`src/rtl/rdi_pkg.sv`:
```
package rdi_pkg;

  typedef enum logic [1:0] {
    MODE_ALLCOL = 2'd0,
    MODE_R65    = 2'd1,
    MODE_LR65   = 2'd2,
    MODE_R33    = 2'd3
  } rd_mode_e;

  typedef enum logic [1:0] {
    ST_IDLE  = 2'd0,
    ST_RUN   = 2'd1,
    ST_CLOSE = 2'd2
  } rd_state_e;

endpackage

```
`src/rtl/rdi_region_map.sv`:
```
module rdi_region_map
  import rdi_pkg::*;
#(
  parameter int COLS  = 165,
  parameter int LINES = 65,
  parameter int HALF  = 33,
  localparam int CW = $clog2(COLS),
  localparam int LW = $clog2(LINES)
) (
  input  rd_mode_e        mode,
  output logic            has_region,
  output logic [CW-1:0]   start_col,
  output logic            gap_en,
  output logic [CW-1:0]   gap_from,
  output logic [CW-1:0]   gap_to,
  output logic [LW-1:0]   last_line
);

  localparam int WIDE_LO   = COLS - LINES;
  localparam int NARROW_LO = COLS - HALF;
  localparam int LEFT_HI   = LINES - HALF - 1;

  always_comb begin
    has_region = 1'b1;
    start_col  = CW'(WIDE_LO);
    gap_en     = 1'b0;
    gap_from   = CW'(LEFT_HI);
    gap_to     = CW'(NARROW_LO);
    last_line  = LW'(LINES - 1);
    unique case (mode)
      MODE_ALLCOL: begin
        has_region = 1'b0;
      end
      MODE_R65: begin
        start_col = CW'(WIDE_LO);
      end
      MODE_LR65: begin
        start_col = '0;
        gap_en    = 1'b1;
      end
      MODE_R33: begin
        start_col = CW'(NARROW_LO);
        last_line = LW'(HALF - 1);
      end
      default: has_region = 1'b0;
    endcase
  end

endmodule

```
`src/rtl/rdi_scan_ctr.sv`:
```
module rdi_scan_ctr #(
  parameter int COLS  = 165,
  parameter int LINES = 65,
  localparam int CW = $clog2(COLS),
  localparam int LW = $clog2(LINES)
) (
  input  logic            clk,
  input  logic            rst,
  input  logic            load,
  input  logic            advance,
  input  logic [CW-1:0]   start_col,
  input  logic            gap_en,
  input  logic [CW-1:0]   gap_from,
  input  logic [CW-1:0]   gap_to,
  input  logic [LW-1:0]   last_line,
  output logic [LW-1:0]   line,
  output logic [CW-1:0]   col,
  output logic            at_end
);

  localparam logic [CW-1:0] COL_LAST = CW'(COLS - 1);

  always_ff @(posedge clk) begin
    if (rst) begin
      line <= '0;
      col  <= '0;
    end else if (load) begin
      line <= '0;
      col  <= start_col;
    end else if (advance) begin
      if (col == COL_LAST) begin
        col  <= start_col;
        line <= line + 1'b1;
      end else if (gap_en && col == gap_from) begin
        col <= gap_to;
      end else begin
        col <= col + 1'b1;
      end
    end
  end

  assign at_end = (line == last_line) && (col == COL_LAST);

endmodule

```
`src/rtl/rdi_target.sv`:
```
module rdi_target
  import rdi_pkg::*;
#(
  parameter int COLS  = 165,
  parameter int LINES = 65,
  parameter int HALF  = 33,
  localparam int CW = $clog2(COLS),
  localparam int LW = $clog2(LINES)
) (
  input  rd_mode_e        mode,
  input  logic [LW-1:0]   line,
  output logic [CW-1:0]   target_col
);

  localparam logic [CW-1:0] RIGHT_TOP = CW'(COLS - 1);
  localparam logic [CW-1:0] LEFT_TOP  = CW'(LINES - 1);

  logic [CW-1:0] line_w;
  assign line_w = CW'(line);

  always_comb begin
    if (mode == MODE_LR65 && line >= LW'(HALF))
      target_col = LEFT_TOP - line_w;
    else
      target_col = RIGHT_TOP - line_w;
  end

endmodule

```
`src/rtl/rdi_row_init.sv`:
```
module rdi_row_init
  import rdi_pkg::*;
#(
  parameter int COLS  = 165,
  parameter int LINES = 65,
  parameter int HALF  = 33,
  localparam int CW = $clog2(COLS),
  localparam int LW = $clog2(LINES)
) (
  input  logic            clk,
  input  logic            rst,
  input  logic            start,
  input  logic [1:0]      mode,
  output logic            wr_en,
  output logic [LW-1:0]   wr_line,
  output logic [CW-1:0]   wr_col,
  output logic            wr_data,
  output logic            protect,
  output logic            busy,
  output logic            done
);

  rd_state_e state;
  rd_mode_e  mode_q;
  rd_mode_e  map_mode;

  logic          has_region;
  logic [CW-1:0] start_col, gap_from, gap_to, target_col;
  logic          gap_en;
  logic [LW-1:0] last_line, line;
  logic [CW-1:0] col;
  logic          at_end;
  logic          accept, ctr_load, ctr_adv;

  assign accept   = (state == ST_IDLE) && start;
  assign map_mode = (state == ST_IDLE) ? rd_mode_e'(mode) : mode_q;
  assign ctr_load = accept;
  assign ctr_adv  = (state == ST_RUN) && !at_end;

  rdi_region_map #(.COLS(COLS), .LINES(LINES), .HALF(HALF)) u_map (
    .mode       (map_mode),
    .has_region (has_region),
    .start_col  (start_col),
    .gap_en     (gap_en),
    .gap_from   (gap_from),
    .gap_to     (gap_to),
    .last_line  (last_line)
  );

  rdi_scan_ctr #(.COLS(COLS), .LINES(LINES)) u_ctr (
    .clk       (clk),
    .rst       (rst),
    .load      (ctr_load),
    .advance   (ctr_adv),
    .start_col (start_col),
    .gap_en    (gap_en),
    .gap_from  (gap_from),
    .gap_to    (gap_to),
    .last_line (last_line),
    .line      (line),
    .col       (col),
    .at_end    (at_end)
  );

  rdi_target #(.COLS(COLS), .LINES(LINES), .HALF(HALF)) u_tgt (
    .mode       (mode_q),
    .line       (line),
    .target_col (target_col)
  );

  always_ff @(posedge clk) begin
    if (rst) begin
      state   <= ST_IDLE;
      mode_q  <= MODE_ALLCOL;
      wr_en   <= 1'b0;
      wr_line <= '0;
      wr_col  <= '0;
      wr_data <= 1'b0;
      protect <= 1'b1;
      busy    <= 1'b0;
      done    <= 1'b0;
    end else begin
      wr_en <= 1'b0;
      done  <= 1'b0;
      unique case (state)
        ST_IDLE: begin
          if (start) begin
            mode_q <= rd_mode_e'(mode);
            if (has_region) begin
              protect <= 1'b0;
              busy    <= 1'b1;
              state   <= ST_RUN;
            end else begin
              done <= 1'b1;
            end
          end
        end
        ST_RUN: begin
          wr_en   <= 1'b1;
          wr_line <= line;
          wr_col  <= col;
          wr_data <= (col == target_col);
          if (at_end) state <= ST_CLOSE;
        end
        ST_CLOSE: begin
          protect <= 1'b1;
          busy    <= 1'b0;
          done    <= 1'b1;
          state   <= ST_IDLE;
        end
        default: state <= ST_IDLE;
      endcase
    end
  end

endmodule

```
`config.mk`:
```
export PLATFORM = sky130hd
export DESIGN_NAME = rdi_row_init
export DESIGN_NICKNAME = d
export VERILOG_FILES = /design/src/rtl/rdi_pkg.sv /design/src/rtl/rdi_region_map.sv /design/src/rtl/rdi_scan_ctr.sv /design/src/rtl/rdi_target.sv /design/src/rtl/rdi_row_init.sv
export SDC_FILE = /design/constraint.sdc
export NUM_CORES = 1
export LEC_CHECK = 0
export ABC_AREA = 1
export BUFFER_PORTS_ARGS = -buffer_cell sky130_fd_sc_hd__buf_2
export CORE_ASPECT_RATIO = 1.25
export CORE_MARGIN = 2
export CORE_UTILIZATION = 50
export CTS_CLUSTER_SIZE = 8
export DETAILED_ROUTE_END_ITERATION = 8
export GPL_ROUTABILITY_DRIVEN = 0
export PLACE_DENSITY = 0.79
export SLEW_MARGIN = 20
export SYNTH_ARGS = -nofsm -noshare
export SYNTH_HDL_FRONTEND = slang
export SYNTH_HIERARCHICAL = 1
export SYNTH_SLANG_ARGS = --single-unit
```
`constraint.sdc`:
```
create_clock -name clk -period 3.35 [get_ports clk]
set_clock_uncertainty 0.1 [all_clocks]
set_input_delay 0.1675 -clock clk [delete_from_list [all_inputs] [get_ports clk]]
set_output_delay 0.1675 -clock clk [all_outputs]
set_load 0.1 [all_outputs]
```
==> impl_metrics.json, run 1 <==
{
  "cts_tree": "yes",
  "ant_nets": 0,
  "area_growth_pct": 5.39,
  "synth.avg_cell_area_um2": 6.73,
  "nets": 467,
  "ctsHtreeMaxLevel": 2,
  "drtPass1Iterations": 4,
  "endpoint_kind": "flip-flop",
  "rsz0062_at_grt": "no",
  "grt_pass1_wl_um": 9890,
  "place_inst": 513,
  "yosysWarnings": 6,
  "synth-seq-cells": 39,
  "overflow": 0,
  "grt_usage_pct": 19.7,
  "critPathArrivalTime_ns": 2.92,
  "num_antenna_cells": 0,
  "required_ns": 3.48,
  "synth-async-reset-ratio_pct": 0,
  "power_density_nw_per_um2": 442,
  "setup_viol": 0,
  "setup_tns_ns": 0,
  "numCtsBuffers": 5,
  "vias": 2550,
  "fin_area_um2": 3060,
  "cts_resized": 0,
  "synth_edf_count": 0,
  "die_y_um": 89.2,
  "fp.dieW_um": 72.1,
  "seqPwrFrac_pct": 40.1,
  "viasPerCell": 4.89,
  "clk_pin_slew_ns": 0.08,
  "drv_slew": 0,
  "io_buffers": 24,
  "drive_above_1_share_pct": 18.5,
  "p_clk_share_pct": 25.8,
  "cts_post_setup_buffers_inserted": 0,
  "cp_top_family": "simple AND/OR/NAND/NOR gates",
  "ys.flop_type": "dfxtp_1",
  "first_global_vias": 2279,
  "period_share_pct": 83.3,
  "cts_hold_buf": 0,
  "synth_cell_types": 35,
  "finalHoldViolCount": 0,
  "power.switching_mw": 0.555,
  "slowest_stage": "dfxtp_1",
  "path_class": "flip-flop to flip-flop",
  "cts.sinks": 39,
  "io_pins": 25,
  "post_dp_cell_area_um2": 2950,
  "p_sw_share_pct": 41.0,
  "syn_area_um2": 2900,
  "initial_core_util_pct": 50.9,
  "post-route-util_pct": 53.6,
  "dp_hpwl_um": 4710,
  "crit_chain": "inv_1 > ha_1 > nor2_1 > nand3_2 > nand2_2 > nand2_2 > nand2_4 > inv_1 > ha_1 > a21oi_1 > inv_1 > a21oi_1 > nand3_1 > nand2_1 > inv_1 > nand2_1 > nand2_1 > inv_1 > nand2_1 > nor2_1 > nand2_1 > a21oi_2",
  "clock_latency_ns": 0.29,
  "reg2reg_slack_ns": 0.56,
  "max-vdd-ir-drop_uv": 177,
  "period_minus_slack_ns": 2.79,
  "p_int_mw": 0.797,
  "cts_root_buffer": "clkbuf_8",
  "slowest_delay_ns": 0.48,
  "grt_max_degree": 21,
  "cp.buffers_inverters": 5,
  "yosysSeqAreaShare_pct": 26.9,
  "drtIter0Drc": 130,
  "coreArea_um2": 5700,
  "hold_class": "input port to flip-flop",
  "combPwrFrac_pct": 34.0,
  "synthCells": 431,
  "status": "finished clean",
  "max_freq_ghz": 0.359,
  "route.detailed.drc": 0,
  "nFillCells": 561,
  "dieArea_um2": 6430,
  "antenna_found_initial": 0,
  "cts.path.max_buffers": 2,
  "rows": 31,
  "fin_cells": 521,
  "worst-path-max-fanout": 7,
  "p_leak_nw": 1.48,
  "drt_wl_total_um": 6020,
  "critPathLaunchType": "flip-flop",
  "cap_violations": 0,
  "wl_per_cell_um": 11.6
}
area by class of cell:
type	count	area [um2]	area share, %
Clock inverter	1	7.51	0.246
Tap cell	66	82.6	2.70
Timing Repair Buffer	27	143	4.67
Clock buffer	7	96.3	3.15
Inverter	75	287	9.37
Multi-Input combinational cell	306	1660	54.3
Sequential cell	39	781	25.5
synth_stat cells (2+ instances only):
library cell / instances / area, um2
nand2_1: 79 / 297
inv_1: 64 / 240
nor2_1: 46 / 173
dfxtp_1: 39 / 781
buf_4: 28 / 210
o21ai_0: 28 / 140
a21oi_1: 25 / 125
nand3_1: 21 / 105
xor2_1: 14 / 123
a21oi_2: 9 / 78.8
inv_2: 9 / 33.8
nand3_2: 9 / 90.1
ha_1: 8 / 100
nand2_2: 7 / 43.8
xnor2_1: 7 / 61.3
nand4_1: 5 / 31.3
nor2_2: 5 / 31.3
buf_6: 3 / 33.8
nor2_4: 3 / 33.8
o21a_1: 3 / 22.5
buf_2: 2 / 10.0
conb_1: 2 / 7.51
nor3_1: 2 / 10.0
nor3_2: 2 / 20.0
state kept, by name, indices dropped and copies added, names as in the netlist:
name,flops
done,1
wr_line,7
busy,1
state,2
wr_col,8
mode_q,2
u_ctr/line,7
wr_data,1
protect,1
wr_en,1
u_ctr/col,8
layer usage:
metal | wire length [um] | part of all wire [%] | vias to the layer above | global-route usage, %
met5 | 0 | 0 | - | 0
met4 | 295 | 4.9 | 0 | 12.7
met3 | 308 | 5.1 | 20 | 3.49
met2 | 2970 | 49 | 85 | 35.2
met1 | 2450 | 41 | 1107 | 21.2
li1 | - | - | 1338 | -
path summary, 6_finish.rpt:
check	start	endpoint	cells after the start
max reg2reg	u_ctr/line[1]	wr_data	22
max	u_ctr/line[1]	wr_data	22
min reg2reg	busy	busy	2
min	rst	wr_data	2
cells in the final DEF, fill, tap and decap left out, types with 7 or more instances in the layout:
cell | Yosys | routed
a21oi_1 | 25 | 25
clkbuf_8 | 0 | 7
nand3_1 | 21 | 21
ha_1 | 8 | 8
nand3_2 | 9 | 9
a21oi_2 | 9 | 9
dfxtp_1 | 39 | 39
nand2_1 | 79 | 79
conb_1 | 2 | 25
nor2_1 | 46 | 46
o21ai_0 | 28 | 28
inv_1 | 64 | 64
nand2_2 | 7 | 7
buf_2 | 2 | 24
xor2_1 | 14 | 14
xnor2_1 | 7 | 7
inv_2 | 9 | 9
through the flow:
step                total power, mW  hold WS (ns)  setup WS (ns)
finish                         1.35        0.0384          0.561
detailed placement             1.01         0.342          0.588
CTS                            1.36        0.0350          0.559
global route                   1.42        0.0430          0.281
floorplan                     0.957         0.130          0.913
global placement               1.00         0.334          0.703
worst register-to-register path: cells and delay by family, from the launching register on:
kind	cells	cell delay, ns
AOI/OAI and AO/OA	3	0.42
adders and majority gates	2	0.50
and+or+nand+nor	12	0.92
DFF	1	0.48
buffers and inverters	5	0.29
power by group through the flow:
stage,registers (mW),logic [mW],clock network (mW)
after global routing,0.548,0.499,0.373
after global placement,0.552,0.451,0
after CTS,0.542,0.458,0.356
after detailed placement,0.553,0.457,0
final,0.543,0.460,0.349
after floorplan,0.701,0.255,0
logic make-up (layout without fill, tap and decap cells):
group,Yosys count,in the layout,share of synthesized area [%]
buffers and inverters,109,110,18.8
AND/OR/NAND/NOR,183,183,30.2
other,2,25,0.259
AO/OA/AOI/OAI,68,68,13.4
XOR/XNOR,22,22,6.90
flip-flops,39,39,26.9
adder cells (fa/ha/maj),8,8,3.45
(Power assumes the default switching activity.)
==> run 2: changes to the inputs <==
==> constraint.sdc (replaced) <==
create_clock -name clk -period 2.71 [get_ports clk]
set_clock_uncertainty 0.1 [all_clocks]
set_input_delay 0.1355 -clock clk [delete_from_list [all_inputs] [get_ports clk]]
set_output_delay 0.1355 -clock clk [all_outputs]
set_load 0.1 [all_outputs]
==> impl_metrics.json, run 2 (synthesis results as in run 1) <==
{
  "drtIter0Drc": 157,
  "drtPass1Iterations": 4,
  "crit_chain": "inv_1 > ha_1 > nor2_2 > nand3_2 > nand2_2 > nand2_2 > nand2_4 > inv_1 > ha_4 > nand2_1 > nor2_2 > nand2_1 > nand2_1 > nand2_2 > nand2_1 > inv_1 > nand2_1 > nand2_1 > inv_1 > nand2_1 > nor2_1 > nand2_1 > a21oi_2",
  "hold_class": "input port to flip-flop",
  "p_leak_nw": 1.54,
  "initial_core_util_pct": 50.9,
  "cp_common_cell": "nand2_1",
  "nets": 480,
  "viasPerCell": 4.94,
  "ant_nets": 0,
  "power_mw": 1.66,
  "reg2reg_slack_ns": 0.18,
  "slowest_stage": "dfxtp_2",
  "fp.dieW_um": 72.1,
  "setup_tns_ns": 0,
  "period_minus_slack_ns": 2.53,
  "overflow": 0,
  "wl_per_cell_um": 12.2,
  "power_density_nw_per_um2": 524,
  "dieArea_um2": 6430,
  "die_y_um": 89.2,
  "mostFrequentLayoutCell": "nand2_1",
  "dpl_worst_slack_ns": 0.120,
  "max-vdd-ir-drop_uv": 219,
  "rows": 31,
  "cts_tree": "yes",
  "critPathArrivalTime_ns": 2.67,
  "cts.path.max_buffers": 2,
  "worst-path-max-fanout": 4,
  "slowest_delay_ns": 0.34,
  "place_inst": 524,
  "drt_wl_total_um": 6510,
  "setup_slack_ns": 0.181,
  "first_global_vias": 2507,
  "required_ns": 2.85,
  "multi_input_area_um2": 1680,
  "finalHoldViolCount": 0,
  "drive_above_1_share_pct": 21.8,
  "coreArea_um2": 5700,
  "setup_viol": 0,
  "dp_hpwl_um": 5010,
  "io_pins": 25,
  "route.detailed.drc": 0,
  "vias": 2639,
  "grt_pass1_wl_um": 10800,
  "num_antenna_cells": 0,
  "cts_root_buffer": "clkbuf_8",
  "max_freq_ghz": 0.395,
  "grt_usage_pct": 21.2,
  "cap_violations": 0,
  "nFillCells": 530,
  "drv_slew": 0,
  "area_growth_pct": 9.19,
  "endpoint_kind": "flip-flop",
  "layout_common_cells": "nand2_1 (79), inv_1 (64), nor2_1 (43)",
  "seqCellArea_um2": 782,
  "io_buffers": 24,
  "fin_cells": 534,
  "holdWs_ns": 0.0499,
  "clk_pin_slew_ns": 0.08,
  "reg_top3": "u_ctr/col (8), wr_col (8)",
  "path_class": "flip-flop to flip-flop",
  "antenna_found_initial": 0,
  "critPathLaunchType": "flip-flop",
  "clock_latency_ns": 0.30,
  "fin_area_um2": 3170,
  "period_share_pct": 93.3,
  "grt_max_degree": 21,
  "post-route-util_pct": 55.5,
  "cts.sinks": 39,
  "numCtsBuffers": 5,
  "post_dp_cell_area_um2": 3040,
  "status": "finished clean",
  "ctsHtreeMaxLevel": 2
}
## run 2: worst max-delay path, delay by kind of cell, from the launching register on
family | cells | cell delay [ns]
buffers and inverters | 4 | 0.23
adder cells (fa/ha/maj) | 2 | 0.48
AO/OA/AOI/OAI | 1 | 0.10
flip-flops | 1 | 0.34
AND/OR/NAND/NOR | 16 | 1.23
## run 2: cell type report
cell class / instances / area share [%]
flip-flops and latches: 39 / 24.7
multi-input cells: 306 / 53.2
clock buffers: 5 / 2.17
clock inverters: 3 / 0.632
repair buffers: 40 / 7.66
well taps: 66 / 2.61
inverters: 75 / 9.05
## run 2: timing repair
| item | in CTS | in global routing |
|---|---|---|
| resized for setup | 0 | 6 |
| buffers inserted | 0 | 1 |
| hold buffers | 1 | 0 |
| setup endpoints to repair | 0 | 2 |
| hold endpoints to repair | 1 | 0 |
## run 2: worst paths after layout
path | start | endpoint | cells after the start
hold reg to reg | busy | busy | 2
setup reg to reg | u_ctr/line[1] | wr_data | 23
hold / removal | start | busy | 3
setup / recovery | u_ctr/line[1] | wr_data | 23
## run 2: per-layer routing
metal	vias to the layer above	part of all wire [%]	global-route usage, %
li1	1364	-	-
met1	1177	41	22.3
met4	0	3.9	13.0
met5	-	0	0
met3	26	3.6	2.93
met2	72	52	39.6
## run 2: power breakdown
part	switching (mW)	internal, mW
sequential	0.0269	0.621
combinational	0.464	0.149
clock	0.219	0.179
==> run 3: changes to the inputs <==
--- a/config.mk
+++ b/config.mk
@@ -5,7 +5,7 @@
 export SDC_FILE = /design/constraint.sdc
 export NUM_CORES = 1
 export LEC_CHECK = 0
-export ABC_AREA = 1
+export ABC_AREA = 0
 export BUFFER_PORTS_ARGS = -buffer_cell sky130_fd_sc_hd__buf_2
 export CORE_ASPECT_RATIO = 1.25
 export CORE_MARGIN = 2
==> impl_metrics.json, run 3 <==
{
  "setup_viol": 0,
  "viasPerCell": 5.53,
  "finalHoldViolCount": 0,
  "area_growth_pct": 10.8,
  "cap_violations": 0,
  "route.detailed.drc": 0,
  "hold_class": "input port to flip-flop",
  "synth.avg_cell_area_um2": 8.21,
  "slowest_delay_ns": 0.54,
  "cts_tree": "yes",
  "max-vdd-ir-drop_uv": 177,
  "cts_post_setup_buffers_inserted": 0,
  "drive_above_1_share_pct": 21.4,
  "wl_per_cell_um": 14.8,
  "dieArea_um2": 5950,
  "nets": 372,
  "whs_endpoint": "mode_q[0]",
  "hold_start": "mode[0]",
  "worstRegToRegCells": 11,
  "io_pins": 25,
  "required_ns": 2.84,
  "cts_root_buffer": "clkbuf_8",
  "reg2reg_to": "u_ctr/line[6]",
  "yosysWarnings": 6,
  "post-route-util_pct": 57.9,
  "io_buffers": 24,
  "endpoint_kind": "flip-flop",
  "worst-path-max-fanout": 8,
  "dpl_worst_slack_ns": 0.0152,
  "fp.dieW_um": 69.4,
  "num_antenna_cells": 0,
  "hold_depth": 3,
  "numCtsBuffers": 5,
  "die_y_um": 85.8,
  "antenna_found_initial": 0,
  "ys.flop_type": "dfxtp_1",
  "layout_common_cells": "nand2_1 (39), dfxtp_1 (38), conb_1 (25)",
  "grt_max_degree": 26,
  "fin_cells": 422,
  "p_leak_nw": 1.19,
  "status": "finished clean",
  "critPathLaunchType": "flip-flop",
  "ant_nets": 0,
  "coreArea_um2": 5120,
  "ys_top_cells_by_area": "dfxtp_1 (29%), buf_4 (8.7%), xnor2_1 (5.6%)",
  "rows": 29,
  "rsz0062_at_grt": "yes",
  "synth-async-reset-ratio_pct": 0,
  "drv_slew": 0,
  "setup_slack_ns": 0.0899,
  "cp_common_cell": "nor2_2",
  "yosysTopAreaCell": "dfxtp_1",
  "overflow": 0,
  "drtPass1Iterations": 4,
  "grt_pass1_wl_um": 10200,
  "synth_cell_types": 58,
  "critPathArrivalTime_ns": 2.75,
  "max_freq_ghz": 0.382,
  "yosysSeqAreaShare_pct": 29.2,
  "timing.rr.start": "state[0]",
  "setup_tns_ns": 0,
  "cts.sinks": 39,
  "cts.path.max_buffers": 2,
  "power_mw": 1.44,
  "slowest_stage": "or4_4",
  "synth-seq-cells": 39,
  "reg_top3": "u_ctr/col (8), wr_col (8)",
  "reg2reg_slack_ns": 0.09,
  "mostFrequentLayoutCell": "nand2_1",
  "period_minus_slack_ns": 2.62,
  "ctsHtreeMaxLevel": 2,
  "path_class": "flip-flop to flip-flop",
  "dp_hpwl_um": 4660,
  "clk_pin_slew_ns": 0.08,
  "drtIter0Drc": 84,
  "clock_latency_ns": 0.30,
  "place_inst": 413,
  "period_share_pct": 96.7,
  "power_density_nw_per_um2": 486,
  "vias": 2332,
  "synth_common_cells": "dfxtp_1 (39), nand2_1 (39), buf_4 (31)",
  "initial_core_util_pct": 52.3,
  "synth_edf_count": 0,
  "first_global_vias": 2214,
  "drt_wl_total_um": 6230,
  "syn_area_um2": 2680,
  "tightest_slew_ns": 0.566,
  "relSlewSlack_pct": 62.1,
  "synthCells": 326,
  "grt_usage_pct": 21.5,
  "synth_top_area_share_pct": 29.2,
  "crit_chain": "nor2_2 > mux2_4 > and2_1 > xnor2_1 > nand3_1 > nor4_4 > nor2_2 > buf_4 > nand3_4 > or4_4 > a21oi_2"
}
==> run 3: cell types whose count changed after synthesis, moves of 10 or more <==
cell | before | now
nand2_1 | 79 | 39
nand3_1 | 21 | 10
o21ai_0 | 28 | 4
xnor2_1 | 7 | 17
inv_1 | 64 | 17
nor2_1 | 46 | 13
==> run 3: what timing repair did <==
action / CTS / global route
pin swaps: 0 / 5
setup endpoints to repair: 1 / 6
hold buffers: 1 / 0
gates resized for setup: 1 / 12
hold endpoints to repair: 1 / 0
==> run 3: worst max-delay path: cells and delay by family, from the launching register on <==
| family | cells | cell delay, ns |
|---|---|---|
| buffers and inverters | 1 | 0.17 |
| DFF | 1 | 0.33 |
| muxes | 1 | 0.34 |
| and+or+nand+nor | 7 | 1.35 |
| xor gates and xnor gates | 1 | 0.13 |
| AOI/OAI and AO/OA | 1 | 0.13 |
==> run 3: logic make-up (layout without fill, tap and decap cells) <==
kind of cell	Yosys count	count (layout)	share of synthesized area [%]
fa+ha+maj	8	8	3.74
buf+inv	60	71	14.0
other cells	2	25	0.281
flops	39	39	29.2
compound gates	65	65	16.7
mux	5	5	1.96
xor+xnor	34	34	11.1
simple gates	113	113	23.0
==> run 3: layout make-up <==
cell class,count,area (um2)
Fill cell,462,2150
Clock inverter,3,20.0
Clock buffer,5,68.8
Tap cell,62,77.6
Timing Repair Buffer,46,288
Inverter,17,63.8
Sequential cell,39,782
Multi-Input combinational cell,250,1660
==> run 3: worst max path at each step <==
stage	end	slack, ns	startpoint	depth (start not counted)
3_3_place_gp	wr_data	0.15	u_ctr/line[6]	10
4_1_cts	wr_data	0.06	u_ctr/line[1]	12
5_1_grt	u_ctr/col[7]	-0.02	state[0]	11
3_5_place_dp	wr_data	0.02	u_ctr/line[6]	10
2_1_floorplan	u_ctr/col[3]	0.02	state[1]	12
6_report	u_ctr/line[6]	0.09	state[0]	11
==> run 3: report_power, final <==
group	switching [mW]	internal (mW)	total (mW)
registers	0.0156	0.603	0.619
logic	0.291	0.137	0.428
clock network	0.216	0.179	0.395
==> run 3: metal layers <==
layer	GRT usage [%]	wire length (um)	vias up
li1	-	-	1156
met1	23.2	2520	1099
met2	41.0	3310	66
met3	2.94	274	11
met4	10.3	135	0
met5	0	0	-
==> run 3: metrics by stage <==
| stage | hold slack (ns) | instance area (um2) |
|---|---|---|
| after floorplan | 0.127 | 2770 |
| after global placement | 0.305 | 2810 |
| after detailed placement | 0.311 | 2810 |
| after CTS | 0.00216 | 2910 |
| after global routing | 0.0358 | 2960 |
| final | 0.00916 | 2960 |
